==> src/rtl/adiv_pkg.sv <==
package adiv_pkg;

  typedef enum int {
    CK_FAST_BORROW = 0,
    CK_OR_SUB      = 1,
    CK_MERGE_XOR   = 2,
    CK_MERGE_OR    = 3
  } cell_kind_e;

  // Triangle at the LSB corner of the last rows.
  function automatic bit cell_is_apx(int row, int col, int nrows, int p);
    return (col + (nrows - 1 - row)) < p;
  endfunction

endpackage

==> src/rtl/adiv_cell.sv <==
module adiv_cell #(
  parameter bit APX  = 1'b0,
  parameter int KIND = 0
) (
  input  logic a,
  input  logic b,
  input  logic bin,
  input  logic q,
  output logic bout,
  output logic r
);
  import adiv_pkg::*;

  generate
    if (!APX) begin : g_exact
      logic dif;
      assign dif  = a ^ b ^ bin;
      assign bout = (~a & b) | (~a & bin) | (b & bin);
      assign r    = q ? dif : a;
    end else if (KIND == int'(CK_FAST_BORROW)) begin : g_k0
      logic dif;
      assign dif  = a ^ b ^ bin;
      assign bout = ~a & b;
      assign r    = q ? dif : a;
    end else if (KIND == int'(CK_OR_SUB)) begin : g_k1
      logic dif;
      assign dif  = a ^ (b | bin);
      assign bout = ~a & (b | bin);
      assign r    = q ? dif : a;
    end else if (KIND == int'(CK_MERGE_XOR)) begin : g_k2
      assign bout = ~a & b;
      assign r    = a ^ (q & (b ^ bin));
    end else begin : g_k3
      assign bout = ~a & (b | bin);
      assign r    = a ^ (q & b);
    end
  endgenerate

endmodule

==> src/rtl/adiv_row.sv <==
module adiv_row #(
  parameter int W     = 8,
  parameter int ROW   = 0,
  parameter int NROWS = 8,
  parameter int P     = 0,
  parameter int KIND  = 0
) (
  input  logic [W:0]   x,
  input  logic [W-1:0] d,
  output logic [W-1:0] r,
  output logic         q
);
  import adiv_pkg::*;

  logic [W:0] bw;
  assign bw[0] = 1'b0;

  for (genvar j = 0; j < W; j++) begin : g_col
    adiv_cell #(
      .APX (cell_is_apx(ROW, j, NROWS, P)),
      .KIND(KIND)
    ) u_cell (
      .a   (x[j]),
      .b   (d[j]),
      .bin (bw[j]),
      .q   (q),
      .bout(bw[j+1]),
      .r   (r[j])
    );
  end

  // Guard column subtracts zero; no borrow out means window >= divisor.
  assign q = x[W] | ~bw[W];

endmodule

==> src/rtl/adiv_array.sv <==
module adiv_array #(
  parameter int W    = 8,
  parameter int P    = 0,
  parameter int KIND = 0
) (
  input  logic [2*W-1:0] num,
  input  logic [W-1:0]   den,
  output logic [W-1:0]   quot,
  output logic [W-1:0]   rem
);
  logic [W-1:0] part [W+1];

  assign part[0] = num[2*W-1:W];

  for (genvar k = 0; k < W; k++) begin : g_row
    adiv_row #(
      .W    (W),
      .ROW  (k),
      .NROWS(W),
      .P    (P),
      .KIND (KIND)
    ) u_row (
      .x({part[k], num[W-1-k]}),
      .d(den),
      .r(part[k+1]),
      .q(quot[W-1-k])
    );
  end

  assign rem = part[W];

endmodule

==> src/rtl/approx_restoring_div.sv <==
module approx_restoring_div #(
  parameter int DEN_W     = 8,
  parameter int P         = 0,
  parameter int CELL_TYPE = 0,
  parameter bit REG_OUT   = 1'b1
) (
  input  logic                 clk,
  input  logic                 rst_n,
  input  logic                 in_valid,
  output logic                 in_ready,
  input  logic [2*DEN_W-1:0]   in_num,
  input  logic [DEN_W-1:0]     in_den,
  output logic                 out_valid,
  input  logic                 out_ready,
  output logic [DEN_W-1:0]     out_quot,
  output logic [DEN_W-1:0]     out_rem,
  output logic                 out_ovf
);
  localparam int NUM_W = 2 * DEN_W;

  logic [DEN_W-1:0] c_quot, c_rem;
  logic             c_ovf;

  adiv_array #(.W(DEN_W), .P(P), .KIND(CELL_TYPE)) u_array (
    .num (in_num),
    .den (in_den),
    .quot(c_quot),
    .rem (c_rem)
  );

  assign c_ovf = in_num[NUM_W-1:DEN_W] >= in_den;

  generate
    if (REG_OUT) begin : g_reg
      logic             v_q;
      logic [DEN_W-1:0] q_q, r_q;
      logic             o_q;
      assign in_ready = ~v_q | out_ready;
      always_ff @(posedge clk) begin
        if (!rst_n) begin
          v_q <= 1'b0;
        end else if (in_ready) begin
          v_q <= in_valid;
        end
      end
      always_ff @(posedge clk) begin
        if (in_valid && in_ready) begin
          q_q <= c_quot;
          r_q <= c_rem;
          o_q <= c_ovf;
        end
      end
      assign out_valid = v_q;
      assign out_quot  = q_q;
      assign out_rem   = r_q;
      assign out_ovf   = o_q;
    end else begin : g_comb
      assign in_ready  = out_ready;
      assign out_valid = in_valid;
      assign out_quot  = c_quot;
      assign out_rem   = c_rem;
      assign out_ovf   = c_ovf;
    end
  endgenerate

endmodule

==> config.mk <==
export PLATFORM = sky130hd
export DESIGN_NAME = approx_restoring_div
export DESIGN_NICKNAME = d
export VERILOG_FILES = /design/src/rtl/adiv_pkg.sv /design/src/rtl/adiv_cell.sv /design/src/rtl/adiv_row.sv /design/src/rtl/adiv_array.sv /design/src/rtl/approx_restoring_div.sv
export SDC_FILE = /design/constraint.sdc
export NUM_CORES = 1
export LEC_CHECK = 0
export ABC_AREA = 1
export BUFFER_PORTS_ARGS = -buffer_cell sky130_fd_sc_hd__buf_2
export CORE_MARGIN = 8
export CORE_UTILIZATION = 64
export DETAILED_ROUTE_END_ITERATION = 16
export PLACE_DENSITY = 0.87
export SKIP_CTS_REPAIR_TIMING = 1
export SYNTH_ARGS = -nofsm -noshare
export SYNTH_HDL_FRONTEND = slang
export SYNTH_SLANG_ARGS = --single-unit
==> constraint.sdc <==
create_clock -name clk -period 80.9 [get_ports clk]
set_input_delay 24.27 -clock clk [delete_from_list [all_inputs] [get_ports clk]]
set_output_delay 24.27 -clock clk [all_outputs]
set_load 0.05 [all_outputs]
After elaboration in Yosys (flattened, before gate mapping). Cells that the tools add are included.

Shift operators: 0. Div/mod/pow operators: 0. Multiply operators: 0. Bitwise logic cells: 490. Muxes and demuxes: 64. Add/sub/neg operators: 0. Order comparisons: 1. Reduce and logical (&&, ||, !) cells: 1. Eq/ne operators: 0.

Operator list (number): $and A1 B1 Y1 (176); $or A1 B1 Y1 (121); $xor A1 B1 Y1 (120); $not A1 Y1 (73); $mux W1 (64); $ge A8 B8 Y1 (1); $logic_and A1 B1 Y1 (1).

Bits in latches: 0. Bits in read-only memories: 0. Register bits: 18. Word-level logic and storage cells: 560. RAM bits: 0. Bits of input ports: 28. Memories kept: 0. Output and inout port bits: 19.

Logic depth before layout (Yosys ltp).
Word-level depth: 201. Depth in mapped cells: 104. Depth with buffers taken out: 97.

By module. A second synthesis with hierarchy kept.

Cell total of the unflattened synthesis: 530. Area total of the unflattened synthesis: 3582.2 µm².

Modules (own cells, without submodules): adiv_cell (area an instance 42.5 µm², instances 64, seq. area each 0.0 µm², cells an instance 7); approx_restoring_div (area an instance 769.5 µm², instances 1, seq. area each 530.5 µm², cells an instance 58); adiv_row (area an instance 11.3 µm², instances 8, seq. area each 0.0 µm², cells an instance 3).

Worst setup path before layout. Ideal clock, no wire load.

Path type: in2out. Start point: in out_ready. End point: out in_ready. Arrival time: 24.645 ns. Stages: 2. Data required time: 56.630 ns. Path slack: 31.985 ns. Path buffers: 0. Path through: inv_1 nand2_1.

Longest elaborated chain between the ends: 1.

Ends and longest elaborated chain: start: declaration (line approx_restoring_div.sv:14) `input logic out_ready,`; $or A1 B1 Y1 (line approx_restoring_div.sv:38) `assign in_ready = ~v_q | out_ready;`; end: declaration (line approx_restoring_div.sv:10) `output logic in_ready,`.

No other way between the ends.

Worst setup path in the final report.
Start point: in in_den[0]. End point: reg g_reg.r_q[6], in the netlist out_rem[6] (data pin).

Longest elaborated chain between the ends: 200. Elaborated cells between the ends (all ways): 503. Classes of those cells: mux: 57; bitwise: 446.

Ends and longest elaborated chain: start: declaration (line approx_restoring_div.sv:12) `input logic [DEN_W-1:0] in_den,`; $and A1 B1 Y1 (2 in series) (line adiv_cell.sv:18) `assign bout = (~a & b) | (~a & bin) | (b & bin);`; $or A1 B1 Y1 (2 in series) (line adiv_cell.sv:18); $and A1 B1 Y1 (line adiv_cell.sv:18); $or A1 B1 Y1 (2 in series) (line adiv_cell.sv:18); $and A1 B1 Y1 (line adiv_cell.sv:18); $or A1 B1 Y1 (2 in series) (line adiv_cell.sv:18); $and A1 B1 Y1 (line adiv_cell.sv:18); $or A1 B1 Y1 (2 in series) (line adiv_cell.sv:18); [... 161 more ...]; named net u_array.g_row[6].u_row.g_col[0].u_cell.q (line adiv_cell.sv:8) `input logic q,`; [... 17 more ...]; $and A1 B1 Y1 (line adiv_cell.sv:18); $or A1 B1 Y1 (2 in series) (line adiv_cell.sv:18); $and A1 B1 Y1 (line adiv_cell.sv:18); $or A1 B1 Y1 (2 in series) (line adiv_cell.sv:18); $not A1 Y1 (line adiv_row.sv:33) `assign q = x[W] | ~bw[W];`; $or A1 B1 Y1 (line adiv_row.sv:33); $mux W1 * (line adiv_cell.sv:19) `assign r = q ? dif : a;`; named net u_array.g_row[7].u_row.g_col[6].u_cell.r (line adiv_cell.sv:10) `output logic r`; end signal: assignment (line approx_restoring_div.sv:49) `r_q <= c_rem;`; end: declaration (line approx_restoring_div.sv:36) `logic [DEN_W-1:0] q_q, r_q;`.

Mark *: on every way through the listed nets, which the timed path passes. The rest lies on a longest branch. A chain may end at the register's enable or synchronous reset.

==> flow_summary.yaml <==
route:
  m1WireLength_um: 2960
  drt_iter0_markers: 175
  wl_met3_um: 541
  via_count: 2889
  highest_layer: "met4"
  ant_nets: 0
  drt_pass1_iterations: 6
  drc: 0
  met2WireLength_um: 3920
  wirelength_um: 7580
  wl_per_cell_um: 13.8
  vias_per_cell: 5.25
timing:
  rsz0062_at_grt: "false"
  hold_viol: 0
  skew_ns: 0.00445
  timing.final.ws_setup_ns: 31.23
  fin_tns_setup_ns: 0
  tightest_slew_ns: 0.406
  finalSetupViolCount: 0
  fmax_mhz: 20.1
  slew_violations: 0
  min_period_ns: 49.67
  slew_headroom_pct: 72.7
  finalCritPeriodShare_pct: 61.4
synthesis:
  synth_cell_types: 33
  avgSynthCellArea_um2: 7.80
  syn-cell-area_mm2: 0.00342
  yosys.area.top_type: "fa_1"
  ys_seq_elements: 18
  yosysSeqAreaShare_pct: 15.5
  yosysWarningCount: 0
  syn_nets: 532
  synth_top_area_share_pct: 28.6
  synth_cells: 439
  synthTopCellsByArea: "fa_1 (29%), nand2_1 (15%), edfxtp_1 (15%)"
clock_tree:
  ctsRootBufferMaster: "clkbuf_8"
  clock_sinks: 18
  clk_latency_ns: 0.26
  cts_htree_levels: 1
  ctsLongestPathBuffers: 2
  cts_tree: "done"
  clk_pin_slew_ns: 0.07
  cts_inserted_buffers: 3
run_status:
  status: "finished clean"
floorplanning:
  initial_core_util_pct: 66.6
  ios: 47
  num_rows: 26
  core_area_mm2: 0.00514
  die_w_um: 89.2
  die_area_mm2: 0.00795
  die_h_um: 89.2
setup_path:
  r2r_slack_ns: 79.85
  worstPathArrival_ns: 49.79
  critPathMaxFanout: 16
  r2r-start: "out_valid"
  cp_top_family: "adder cells"
  rr_worst_depth: 2
  startpoint_type: "primary input"
  end_kind: "flop"
  worstPathRequired_ns: 81.03
  regToRegEndpoint: "out_quot[6]"
  max_stage_delay_ns: 0.50
  crit_top_cell: "fa_1"
  crit_type: "in2reg"
  cp_num_buf_inv: 10
  critical-path-slowest-cell: "fa_1"
final_layout:
  finish.utilization_pct: 72.2
  diodes: 0
  num-nets-final: 574
  n_fill_cell: 412
  drive_gt1_share_pct: 19.0
  syn_to_final_growth_pct: 8.44
global_route:
  grt_pass1_vias: 2931
  grt_max_degree: 18
  gr-usage-all-layers_pct: 21.0
  grt_pass1_wl_um: 13000
  antenna_found_initial: 0
  overflow: 0
placed_design:
  dp_hpwl_um: 6270
  io_buffers: 46
  dp_slack_ns: 31.02
  place_congestion: 0.842
min_path:
  hold_depth: 2
  hold_path_end: "out_valid"
  min-delay-start: "out_valid"
  min_path_type: "reg2reg"
job:
  maxCapViolCount: 0
[cell type report]
class	instances	area, um^2	share of cell area, %
Multi-Input combinational cell	317	2450	65.9
Sequential cell	18	531	14.3
Inverter	94	355	9.57
Timing Repair Buffer	47	238	6.40
Tap cell	70	87.6	2.36
Clock buffer	4	55.1	1.48
[placed cells by master, fill, tap and decap left out, drive strengths merged, types with 5 or more instances in the layout]
cell      n
a21oi     5
buf      47
edfxtp   17
fa       49
ha       16
inv      94
nand2   152
nand3    40
nor2      9
o21ai    22
or2       8
[cells in the mapped netlist (all sizes together)]
| cell | count |
|---|---|
| nand2 | 152 |
| inv | 94 |
| fa | 49 |
| nand3 | 40 |
| o21ai | 22 |
| edfxtp | 17 |
| ha | 16 |
| buf | 9 |
| nor2 | 9 |
| or2 | 8 |
| a21oi | 5 |
| o21bai | 4 |
| a21boi | 3 |
| xor2 | 3 |
| o21a | 2 |
| xnor2 | 2 |
| clkbuf | 1 |
| dfxtp | 1 |
| nand4 | 1 |
| o211ai | 1 |
[worst min-delay path, cell delays in order, from the launching register on]
cell	delay, ns
dfxtp_1	0.32
nand2_1	0.08
a21boi_0	0.08
[kinds of logic after synthesis]
| group | after synthesis | synth area share, % |
|---|---|---|
| AO/OA/AOI/OAI | 37 | 7.12 |
| XOR/XNOR | 5 | 1.28 |
| adder cells (fa/ha/maj) | 65 | 34.5 |
| buffers and inverters | 104 | 13.0 |
| flip-flops | 18 | 15.5 |
| AND/OR/NAND/NOR | 210 | 28.6 |
[per-stage QoR]
stage / std cells / hold WS [ns] / cell area, um^2
detailed placement: 546 / 0.516 / 3660
global placement: 546 / 0.492 / 3660
CTS: 550 / 0.525 / 3710
finish: 550 / 0.522 / 3710
floorplan: 439 / 1.11 / 3420
global route: 550 / 0.582 / 3710
[state kept, by name, summed over array words and instances (netlist names)]
name       count
out_quot       8
out_valid      1
out_rem        8
out_ovf        1
[how the worst max path moves through the flow]
stage | start | cells after the start | slack, ns | end
floorplan | out_ready | 2 | 31.98 | in_ready
global placement | in_den[0] | 90 | 31.66 | out_rem[5]
detailed placement | in_den[0] | 90 | 31.02 | out_rem[7]
CTS | in_den[0] | 90 | 31.24 | out_rem[6]
global route | in_den[0] | 91 | 29.94 | out_rem[6]
finish | in_den[0] | 90 | 31.23 | out_rem[6]
[layer usage]
metal,vias up,track usage [%]
met2,96,39.5
met1,1362,24.2
li1,1415,-
met3,16,2.21
met4,0,6.34
met5,-,0
Power is not shown: default switching activity piles up to over one toggle a cycle in this logic, so the estimate is an artifact.
